### src/rtl/sgc_pkg.sv
package sgc_pkg;

    localparam int DATA_W   = 14;
    localparam int GAIN_W   = 16;
    localparam int TIME_W   = 12;
    localparam int COEF_W   = 12;
    localparam int WIDE_W   = 48;
    localparam int PIPE_LAT = 5;

    typedef logic signed [DATA_W-1:0] samp_t;

    typedef struct packed {
        logic              vld;
        logic              byp;
        logic [TIME_W-1:0] tim;
    } ctl_t;

    localparam logic signed [WIDE_W-1:0] SAT_HI = WIDE_W'((64'sd1 <<< (DATA_W-1)) - 64'sd1);
    localparam logic signed [WIDE_W-1:0] SAT_LO = WIDE_W'(-(64'sd1 <<< (DATA_W-1)));

    // Differentiator coefficient for folded pair j (pair j spans taps HALF-j and HALF+j)
    function automatic logic signed [COEF_W-1:0] diff_coef(input int j);
        case (j)
            1:       return COEF_W'(683);
            2:       return COEF_W'(-85);
            default: return '0;
        endcase
    endfunction

    function automatic samp_t sat_samp(input logic signed [WIDE_W-1:0] v);
        if (v > SAT_HI) return samp_t'(SAT_HI);
        if (v < SAT_LO) return samp_t'(SAT_LO);
        return samp_t'(v);
    endfunction

endpackage

### src/rtl/sgc_gain_stage.sv
module sgc_gain_stage
    import sgc_pkg::*;
(
    input  logic              clk,
    input  logic              rst,
    input  logic              in_valid,
    input  logic              in_bypass,
    input  samp_t             in_data,
    input  logic [GAIN_W-1:0] gain,
    input  logic [TIME_W-1:0] in_time,
    output samp_t             out_data,
    output ctl_t              out_ctl
);
    localparam int PW = DATA_W + GAIN_W + 1;
    localparam logic signed [PW-1:0] GRND = PW'(1) <<< (GAIN_W-2);
    localparam logic [GAIN_W-1:0] UNITY = GAIN_W'(1) << (GAIN_W-1);

    logic signed [PW-1:0] prod;
    logic signed [PW-1:0] shifted;
    samp_t                scaled;

    always_comb begin
        prod    = PW'(in_data) * PW'($signed({1'b0, gain}));
        shifted = (prod + GRND) >>> (GAIN_W-1);
        scaled  = sat_samp(WIDE_W'(shifted));
    end

    always_ff @(posedge clk) begin
        if (rst) begin
            out_data <= '0;
            out_ctl  <= '0;
        end else begin
            out_ctl.vld <= in_valid;
            if (in_valid) begin
                out_data    <= in_bypass ? in_data : scaled;
                out_ctl.byp <= in_bypass;
                out_ctl.tim <= in_time;
            end
        end
    end

    AST_UNITY_GAIN: assert property (@(posedge clk) disable iff (rst)
        (in_valid && !in_bypass && gain == UNITY) |=> (out_data == $past(in_data)));

    AST_BYPASS_RAW: assert property (@(posedge clk) disable iff (rst)
        (in_valid && in_bypass) |=> (out_data == $past(in_data)));

endmodule

### src/rtl/sgc_fold_stage.sv
module sgc_fold_stage
    import sgc_pkg::*;
#(
    parameter int HALF  = 2,
    parameter int SUM_W = DATA_W + 1 + COEF_W + 2
) (
    input  logic                    clk,
    input  logic                    rst,
    input  samp_t                   in_data,
    input  ctl_t                    in_ctl,
    output samp_t                   center,
    output logic signed [SUM_W-1:0] dsum,
    output ctl_t                    out_ctl
);
    localparam int NTAP = 2*HALF + 1;
    localparam int DF_W = DATA_W + 1;
    localparam int PR_W = DF_W + COEF_W;

    samp_t                   taps   [NTAP];
    logic signed [PR_W-1:0]  prod_q [HALF];
    ctl_t                    ctl_a;

    // Window: taps[0] newest; shifts only on a valid sample
    always_ff @(posedge clk) begin
        if (rst) begin
            for (int i = 0; i < NTAP; i++) taps[i] <= '0;
            ctl_a <= '0;
        end else begin
            ctl_a <= in_ctl;
            if (in_ctl.vld) begin
                taps[0] <= in_data;
                for (int i = 1; i < NTAP; i++) taps[i] <= taps[i-1];
            end
        end
    end

    // Folded antisymmetric pairs: one multiplier per coefficient
    for (genvar j = 1; j <= HALF; j++) begin : g_pair
        logic signed [DF_W-1:0] fold;
        assign fold = DF_W'(taps[HALF-j]) - DF_W'(taps[HALF+j]);
        always_ff @(posedge clk) begin
            if (rst) prod_q[j-1] <= '0;
            else     prod_q[j-1] <= PR_W'(fold) * PR_W'(diff_coef(j));
        end
    end

    always_ff @(posedge clk) begin
        if (rst) begin
            center  <= '0;
            out_ctl <= '0;
        end else begin
            center  <= taps[HALF];
            out_ctl <= ctl_a;
        end
    end

    always_comb begin
        dsum = '0;
        for (int j = 0; j < HALF; j++) dsum = dsum + SUM_W'(prod_q[j]);
    end

    AST_WINDOW_HOLD: assert property (@(posedge clk) disable iff (rst)
        !in_ctl.vld |=> ($stable(taps[0]) && $stable(taps[NTAP-1])));

endmodule

### src/rtl/sgc_farrow_out.sv
module sgc_farrow_out
    import sgc_pkg::*;
#(
    parameter int SUM_W   = DATA_W + 1 + COEF_W + 2,
    parameter int COEF_SH = 10
) (
    input  logic                    clk,
    input  logic                    rst,
    input  samp_t                   center,
    input  logic signed [SUM_W-1:0] dsum,
    input  ctl_t                    in_ctl,
    output logic                    out_valid,
    output samp_t                   out_data
);
    localparam int M_W = SUM_W + TIME_W;
    localparam logic signed [WIDE_W-1:0] TRND = WIDE_W'(1) <<< (TIME_W-2);

    logic signed [SUM_W-1:0]  der;
    logic signed [M_W-1:0]    m_q;
    samp_t                    center_c;
    ctl_t                     ctl_c;
    logic signed [WIDE_W-1:0] corr;
    logic signed [WIDE_W-1:0] ysum;

    assign der = dsum >>> COEF_SH;

    always_ff @(posedge clk) begin
        if (rst) begin
            m_q      <= '0;
            center_c <= '0;
            ctl_c    <= '0;
        end else begin
            m_q      <= M_W'(der) * M_W'($signed(in_ctl.tim));
            center_c <= center;
            ctl_c    <= in_ctl;
        end
    end

    always_comb begin
        corr = (WIDE_W'(m_q) + TRND) >>> (TIME_W-1);
        ysum = WIDE_W'(center_c) + corr;
    end

    always_ff @(posedge clk) begin
        if (rst) begin
            out_valid <= 1'b0;
            out_data  <= '0;
        end else begin
            out_valid <= ctl_c.vld;
            if (ctl_c.vld) out_data <= ctl_c.byp ? center_c : sat_samp(ysum);
        end
    end

    AST_HOLD_IDLE: assert property (@(posedge clk) disable iff (rst)
        !ctl_c.vld |=> $stable(out_data));

    AST_ZERO_SKEW: assert property (@(posedge clk) disable iff (rst)
        (ctl_c.vld && ctl_c.tim == '0) |=> (out_data == $past(center_c)));

    AST_BYPASS_CENTER: assert property (@(posedge clk) disable iff (rst)
        (ctl_c.vld && ctl_c.byp) |=> (out_data == $past(center_c)));

endmodule

### src/rtl/skew_gain_corrector.sv
module skew_gain_corrector
    import sgc_pkg::*;
#(
    parameter int HALF    = 2,
    parameter int COEF_SH = 10
) (
    input  logic              clk,
    input  logic              rst,
    input  logic              in_valid,
    input  logic [DATA_W-1:0] in_data,
    input  logic [GAIN_W-1:0] gain_word,
    input  logic [TIME_W-1:0] skew_word,
    input  logic              bypass,
    output logic              out_valid,
    output logic [DATA_W-1:0] out_data
);
    localparam int SUM_W = DATA_W + 1 + COEF_W + $clog2(HALF) + 1;
    localparam int WRM_W = $clog2(PIPE_LAT + 1);

    samp_t                   g_data;
    ctl_t                    g_ctl;
    samp_t                   f_center;
    logic signed [SUM_W-1:0] f_dsum;
    ctl_t                    f_ctl;
    samp_t                   y_data;

    sgc_gain_stage u_gain (
        .clk       (clk),
        .rst       (rst),
        .in_valid  (in_valid),
        .in_bypass (bypass),
        .in_data   (samp_t'(in_data)),
        .gain      (gain_word),
        .in_time   (skew_word),
        .out_data  (g_data),
        .out_ctl   (g_ctl)
    );

    sgc_fold_stage #(.HALF(HALF), .SUM_W(SUM_W)) u_fold (
        .clk     (clk),
        .rst     (rst),
        .in_data (g_data),
        .in_ctl  (g_ctl),
        .center  (f_center),
        .dsum    (f_dsum),
        .out_ctl (f_ctl)
    );

    sgc_farrow_out #(.SUM_W(SUM_W), .COEF_SH(COEF_SH)) u_farrow (
        .clk       (clk),
        .rst       (rst),
        .center    (f_center),
        .dsum      (f_dsum),
        .in_ctl    (f_ctl),
        .out_valid (out_valid),
        .out_data  (y_data)
    );

    assign out_data = y_data;

    // Cycles since reset, for the latency property
    logic [WRM_W-1:0] warm;
    always_ff @(posedge clk) begin
        if (rst)                             warm <= '0;
        else if (warm != WRM_W'(PIPE_LAT))   warm <= warm + 1'b1;
    end

    AST_FIXED_LATENCY: assert property (@(posedge clk) disable iff (rst)
        (warm == WRM_W'(PIPE_LAT)) |-> (out_valid == $past(in_valid, PIPE_LAT)));

    AST_RESET_QUIET: assert property (@(posedge clk)
        $past(rst) |-> (!out_valid && out_data == '0));

endmodule

### config.mk
export PLATFORM = sky130hd
export DESIGN_NAME = skew_gain_corrector
export DESIGN_NICKNAME = d
export VERILOG_FILES = /design/src/rtl/sgc_pkg.sv /design/src/rtl/sgc_gain_stage.sv /design/src/rtl/sgc_fold_stage.sv /design/src/rtl/sgc_farrow_out.sv /design/src/rtl/skew_gain_corrector.sv
export SDC_FILE = /design/constraint.sdc
export NUM_CORES = 2
export LEC_CHECK = 0
export ABC_AREA = 0
export CAP_MARGIN = 20
export CORE_ASPECT_RATIO = 0.6
export CORE_MARGIN = 1.5
export CORE_UTILIZATION = 55
export CTS_BUF_LIST = sky130_fd_sc_hd__clkbuf_8
export CTS_CLUSTER_SIZE = 24
export DETAILED_ROUTE_END_ITERATION = 10
export PLACE_DENSITY = 0.68
export SYNTH_ARGS = -nofsm -noshare
export SYNTH_HDL_FRONTEND = slang
export SYNTH_SLANG_ARGS = --single-unit
### constraint.sdc
create_clock -name clk -period 9.8 [get_ports clk]
set_clock_uncertainty 0.05 [all_clocks]
set_input_delay 1.96 -clock clk [delete_from_list [all_inputs] [get_ports clk]]
set_output_delay 1.96 -clock clk [all_outputs]
set_load 0.03 [all_outputs]
* Word level (Yosys, flattened, before mapping)
Memory sizes are Yosys's and may differ from the RTL's.
Index checks and enable logic that the tools add are counted.
** Storage, ports and cells
- Memories :: 2
- Output and inout port bits :: 15
- RAM bits :: 124
- Flip-flop bits (word level) :: 131
** Cells by class
- Magnitude comparators :: 4
- Bitwise gates (word level) :: 7
- Mux-type cells :: 33
- Add/sub/neg operators :: 6
- Multiply operators :: 4
** Memories
- u_fold.taps :: depth 5, width 14, rd ports 5, clocked after memory_dff 0, write ports 5, line sgc_fold_stage.sv:19 : samp_t taps [NTAP];
- u_fold.prod_q :: depth 2, width 27, rd ports 2, clocked after memory_dff 0, write ports 2, line sgc_fold_stage.sv:20 : logic signed [PR_W-1:0] prod_q [HALF];
** Operators by type and width (count)
- 2-to-1 mux 14 bit :: 15
- 2-to-1 mux 27 bit :: 2
- greater-than comparator 48 x 14 -> 1 bit, second input constant :: 1
- less-than comparator 48 x 14 -> 1 bit, second input constant :: 1
- adder 30 x 12 -> 31 bit, second input constant :: 1
- adder 31 x 16 -> 31 bit, second input constant :: 1
- multiplier 14 x 17 -> 31 bit :: 1
- multiplier 18 x 12 -> 30 bit :: 1
- subtractor 14 x 14 -> 15 bit :: 2
- adder 27 x 27 -> 28 bit :: 1
- multiplier 15 x 11 -> 26 bit, second input constant :: 1
- multiplier 15 x 8 -> 23 bit, second input constant :: 1
- adder 14 x 20 -> 21 bit :: 1
- greater-than comparator 16 x 14 -> 1 bit, second input constant :: 1
- less-than comparator 16 x 14 -> 1 bit, second input constant :: 1
- 2-to-1 mux 1 bit :: 16
- bitwise OR 1 bit :: 7

* Longest topological paths before layout
- Depth in word-level cells :: 12
- Gate-level depth with buffers :: 33

* Cells and area by module
A second synthesis with hierarchy kept.
** Unflattened totals
- Cell total of the unflattened synthesis :: 3632
- Area, all modules :: 33165.6 um^2
** By module, submodules not included
- sgc_fold_stage :: cells each 1380, times used 1, area each 13513.0 um^2
- sgc_farrow_out :: cells each 1277, times used 1, area each 10941.7 um^2
- sgc_gain_stage :: cells each 975, times used 1, area each 8710.9 um^2

* Worst setup path after synthesis
Ideal clock, no wire load.
- Path kind :: input-to-reg
- From :: in in_data[7]
- To :: reg u_gain.out_data[10]
- Buffers on the path :: 3
- Data required time :: 9.628 ns
- Path slack :: 1.563 ns
- Arrival time :: 8.065 ns
- Library setup time :: 0.122 ns
- Stages :: 23
- Cells stage by stage :: clkbuf_1 clkbuf_1 nand2_1 fa_1 fa_1 inv_1 fa_1 fa_1 fa_1 inv_1 fa_1 inv_1 ha_1 a21o_1 a21o_1 a22oi_1 a21oi_2 o311ai_4 a21oi_2 o221a_1 or3_1 buf_2 a221o_1
** Between the ends
- Longest elaborated chain between the ends :: 8
- Elaborated cells on any way between the ends :: 11
- Classes of those cells :: add/sub: 1; mul: 1; order compare: 2; mux: 7
** Ends and longest elaborated chain
- start: declaration :: line skew_gain_corrector.sv:10 : input logic [DATA_W-1:0] in_data,
- multiplier 14 x 17 -> 31 bit * :: line sgc_gain_stage.sv:23 : prod = PW'(in_data) * PW'($signed({1'b0, gain}));
- adder 31 x 16 -> 31 bit * :: line sgc_gain_stage.sv:24 : shifted = (prod + GRND) >>> (GAIN_W-1);
- less-than comparator 16 x 14 -> 1 bit :: line sgc_pkg.sv:32 : if (v < SAT_LO) return samp_t'(SAT_LO);
- 2-to-1 mux 1 bit (2 in a row) :: line sgc_pkg.sv:32
- 2-to-1 mux 14 bit :: line sgc_pkg.sv:33 : return samp_t'(v);
- 2-to-1 mux 14 bit * :: line sgc_pkg.sv:32
- 2-to-1 mux 14 bit * :: line sgc_gain_stage.sv:35 : out_data <= in_bypass ? in_data : scaled;
- end signal: assignment :: line sgc_gain_stage.sv:35
- end: declaration :: line sgc_gain_stage.sv:11 : output samp_t out_data,
Every way passes the cells marked *; elsewhere a longest branch is shown, timed or not. The select of a mux whose other input is x is not followed.
A chain may end at the register's enable or synchronous reset.

* Worst setup path after layout
- From :: in in_data[10]
- To :: reg u_gain.out_data[4]
Same word-level chain as after synthesis.

==> impl_metrics.yaml <==
clock_network:
  path_clk_slew_ps: 70
  cts_tree: "yes"
  postCtsResizedCells: 0
  cts_max_level: 2
  cts_hold_buf: 0
  clockBufferDepth: 3
  cts_setup_buffers: 0
  clk_latency_ps: 570
  cts_inserted_buffers: 39
  cts-root-buf: "clkbuf_8"
  cts.sinks: 240
floorplanning:
  die_h_um: 188
  initial_core_util: 0.559
  dieArea_um2: 58500
  row_count: 67
  coreArea_um2: 56100
  boundaryPins: 61
  die_w_um: 311
route:
  dr.pass1.iters: 5
  met2_length_um: 30000
  routed_wl_um: 76100
  first_iter_violations: 1492
  met1_length_um: 38400
  postRouteAntennaNets: 0
  route.top_layer_used: "met4"
  wl_per_cell_um: 18.1
  drc: 0
  vias_per_cell: 5.38
  wl_met3_um: 6760
  vias: 22600
global_route:
  grt_first_pass_wirelength_um: 124000
  grt_max_degree: 74
  grt_pass1_vias: 23200
  antenna_found_initial: 0
  grtUsageTotal: 0.267
  grt_overflow_total: 0
yosys:
  synthArstFlopShare: 0
  synthXorXnorAreaFrac: 0.0425
  synth_top_family_by_area: "adder cells"
  netlist_instances: 3375
  synthesis.nets: 4270
  synth.most_common_cell: "inv_1"
  ys_seq_area_frac: 0.176
  ys_warn_count: 0
  synth.top_cells.by_count: "inv_1, fa_1, ha_1"
  synth_top_area_share: 0.290
  synthMuxAreaShare: 0.00583
  yosys.area_share.simple: 0.155
  ys.flop_type: "dfxtp_1"
  yosysTopAreaCell: "fa_1"
  synthAdderAreaFrac: 0.448
  ys_seq_elements: 240
  synth_cell_types: 81
  synth-compound-area-share: 0.0800
  synth_edf_count: 70
  synth_area_leaders: "fa_1, ha_1, dfxtp_1"
  syn-cell-area_um2: 31400
  syn_area_per_cell_um2: 9.29
timing:
  finalHoldViolCount: 0
  slew_headroom: 0.268
  worst_pin_slew_ps: 1090
  period_needed_ps: 8930
  tns_ps: 0
  post-route-period-util: 0.911
  setup-violations-final: 0
  finalMaxSlewViolations: 0
  max_freq_mhz: 112
  rsz0062_at_grt: "no"
placed_design:
  numPortBuffers: 60
  postPlaceCellArea_um2: 32800
  gp_congestion: 0.941
  hpwlAfterDp_um: 63500
  numPlacedInstances: 4130
layout:
  ff_latch_area_um2: 5510
  final_area_um2: 33600
  fillCellCount: 4891
  area_growth_pct: 7.32
  multi_input_area_um2: 22900
  fin_cells: 4199
  nets: 4307
  drive_gt1_frac: 0.0384
  antennaDiodeCount: 0
worst_setup_path:
  cpPeakStageDelay_ps: 990
  crit_type: "input pin to flip-flop"
  start_kind: "input pin"
  critPathMaxFanout: 17
  required_ps: 10130
  crit_chain: "clkdlybuf4s50_1 > nand2_1 > fa_1 > inv_1 > fa_1 > fa_1 > fa_1 > fa_1 > inv_1 > fa_1 > inv_1 > ha_1 > a21o_1 > a21o_1 > a22oi_1 > a21oi_2 > o311ai_4 > a21oi_2 > o221a_1 > or3_1 > nor2_1 > a211oi_1"
  slowest_stage: "clkdlybuf4s50_1"
  arrival_ps: 9260
  cp-end-kind: "flip-flop"
  crit_top_cell: "fa_1"
status:
  outcome: "completed"
hold_path:
  hold_path_class: "flip-flop to flip-flop"
flow_run:
  drv_cap: 0
critical path: cells and delay by family:
kind                     cells  cell delay (ps)
adder cells (fa/ha/maj)      7             3550
AO/OA/AOI/OAI                8             1620
buffers and inverters        4             1150
AND/OR/NAND/NOR              3              950
routing by layer:
layer  global-route usage  vias to the layer above
li1                     -                    10700
met1                0.422                    11100
met2                0.369                      722
met3               0.0695                       76
met4               0.0405                        0
met5                    0                        -
layout by cell type (no fill, tap or decap), types with 7 or more instances in the layout:
| cell | n |
|---|---|
| o21a_1 | 14 |
| nor2_1 | 154 |
| a21o_1 | 40 |
| edfxtp_1 | 70 |
| nor3_1 | 31 |
| fa_1 | 454 |
| xnor2_1 | 98 |
| buf_4 | 46 |
| and3_1 | 20 |
| a21boi_0 | 7 |
| ha_1 | 395 |
| nand3_1 | 27 |
| xor2_1 | 54 |
| and2_1 | 256 |
| nand4_1 | 10 |
| clkbuf_8 | 46 |
| or2_2 | 9 |
| o211ai_1 | 25 |
| a31oi_1 | 10 |
| o21ai_0 | 64 |
| nand2_1 | 304 |
| mux2i_1 | 16 |
| o21ai_1 | 12 |
| or3_1 | 12 |
| nand2b_1 | 29 |
| a21oi_1 | 99 |
| clkdlybuf4s50_1 | 59 |
| o21bai_1 | 17 |
| a211oi_1 | 16 |
| nor2b_1 | 93 |
| inv_1 | 681 |
| dfxtp_1 | 170 |
stage by stage:
stage | setup WS, ps | util | hold WS (ps)
final | 869 | 0.600 | 377
after global routing | 521 | 0.600 | 394
after CTS | 979 | 0.600 | 382
after detailed placement | 422 | 0.585 | 370
after global placement | 537 | 0.585 | 367
after floorplan | 1560 | - | 364
logic make-up after synthesis:
| kind of cell | count (synthesis) |
|---|---|
| AOI/OAI and AO/OA | 373 |
| muxes | 18 |
| adders and majority gates | 849 |
| and+or+nand+nor | 967 |
| DFF | 240 |
| buffers and inverters | 776 |
| xor gates and xnor gates | 152 |
sequential cells by signal (all words and copies together), names as in the netlist:
register,cells
u_farrow.center_c,14
u_farrow.ctl_c,2
u_farrow.m_q,20
u_farrow.out_data,14
u_farrow.out_valid,1
u_fold.center,14
u_fold.ctl_a,14
u_fold.out_ctl,14
u_fold.prod_q,49
u_fold.taps,70
u_gain.out_ctl,14
u_gain.out_data,14
cell type report:
class / count / area share
Multi-Input combinational cell: 2359 / 0.681
Sequential cell: 240 / 0.164
Inverter: 667 / 0.0744
Tap cell: 759 / 0.0282
Timing Repair Buffer: 105 / 0.0278
Clock buffer: 46 / 0.0188
Clock inverter: 23 / 0.00587
final timing paths:
path,from,end,slack (ps),cells past startpoint
worst max register to register,u_fold.prod_q[0][1],u_farrow.m_q[27],1170,30
worst min-delay path,u_fold.out_ctl[12],u_farrow.ctl_c[12],380,1
worst max-delay path,in_data[10],u_gain.out_data[4],870,22
worst min register to register,u_fold.out_ctl[12],u_farrow.ctl_c[12],380,1
Power is not shown: default switching activity piles up to over one toggle a cycle in this logic, so the estimate is an artifact.
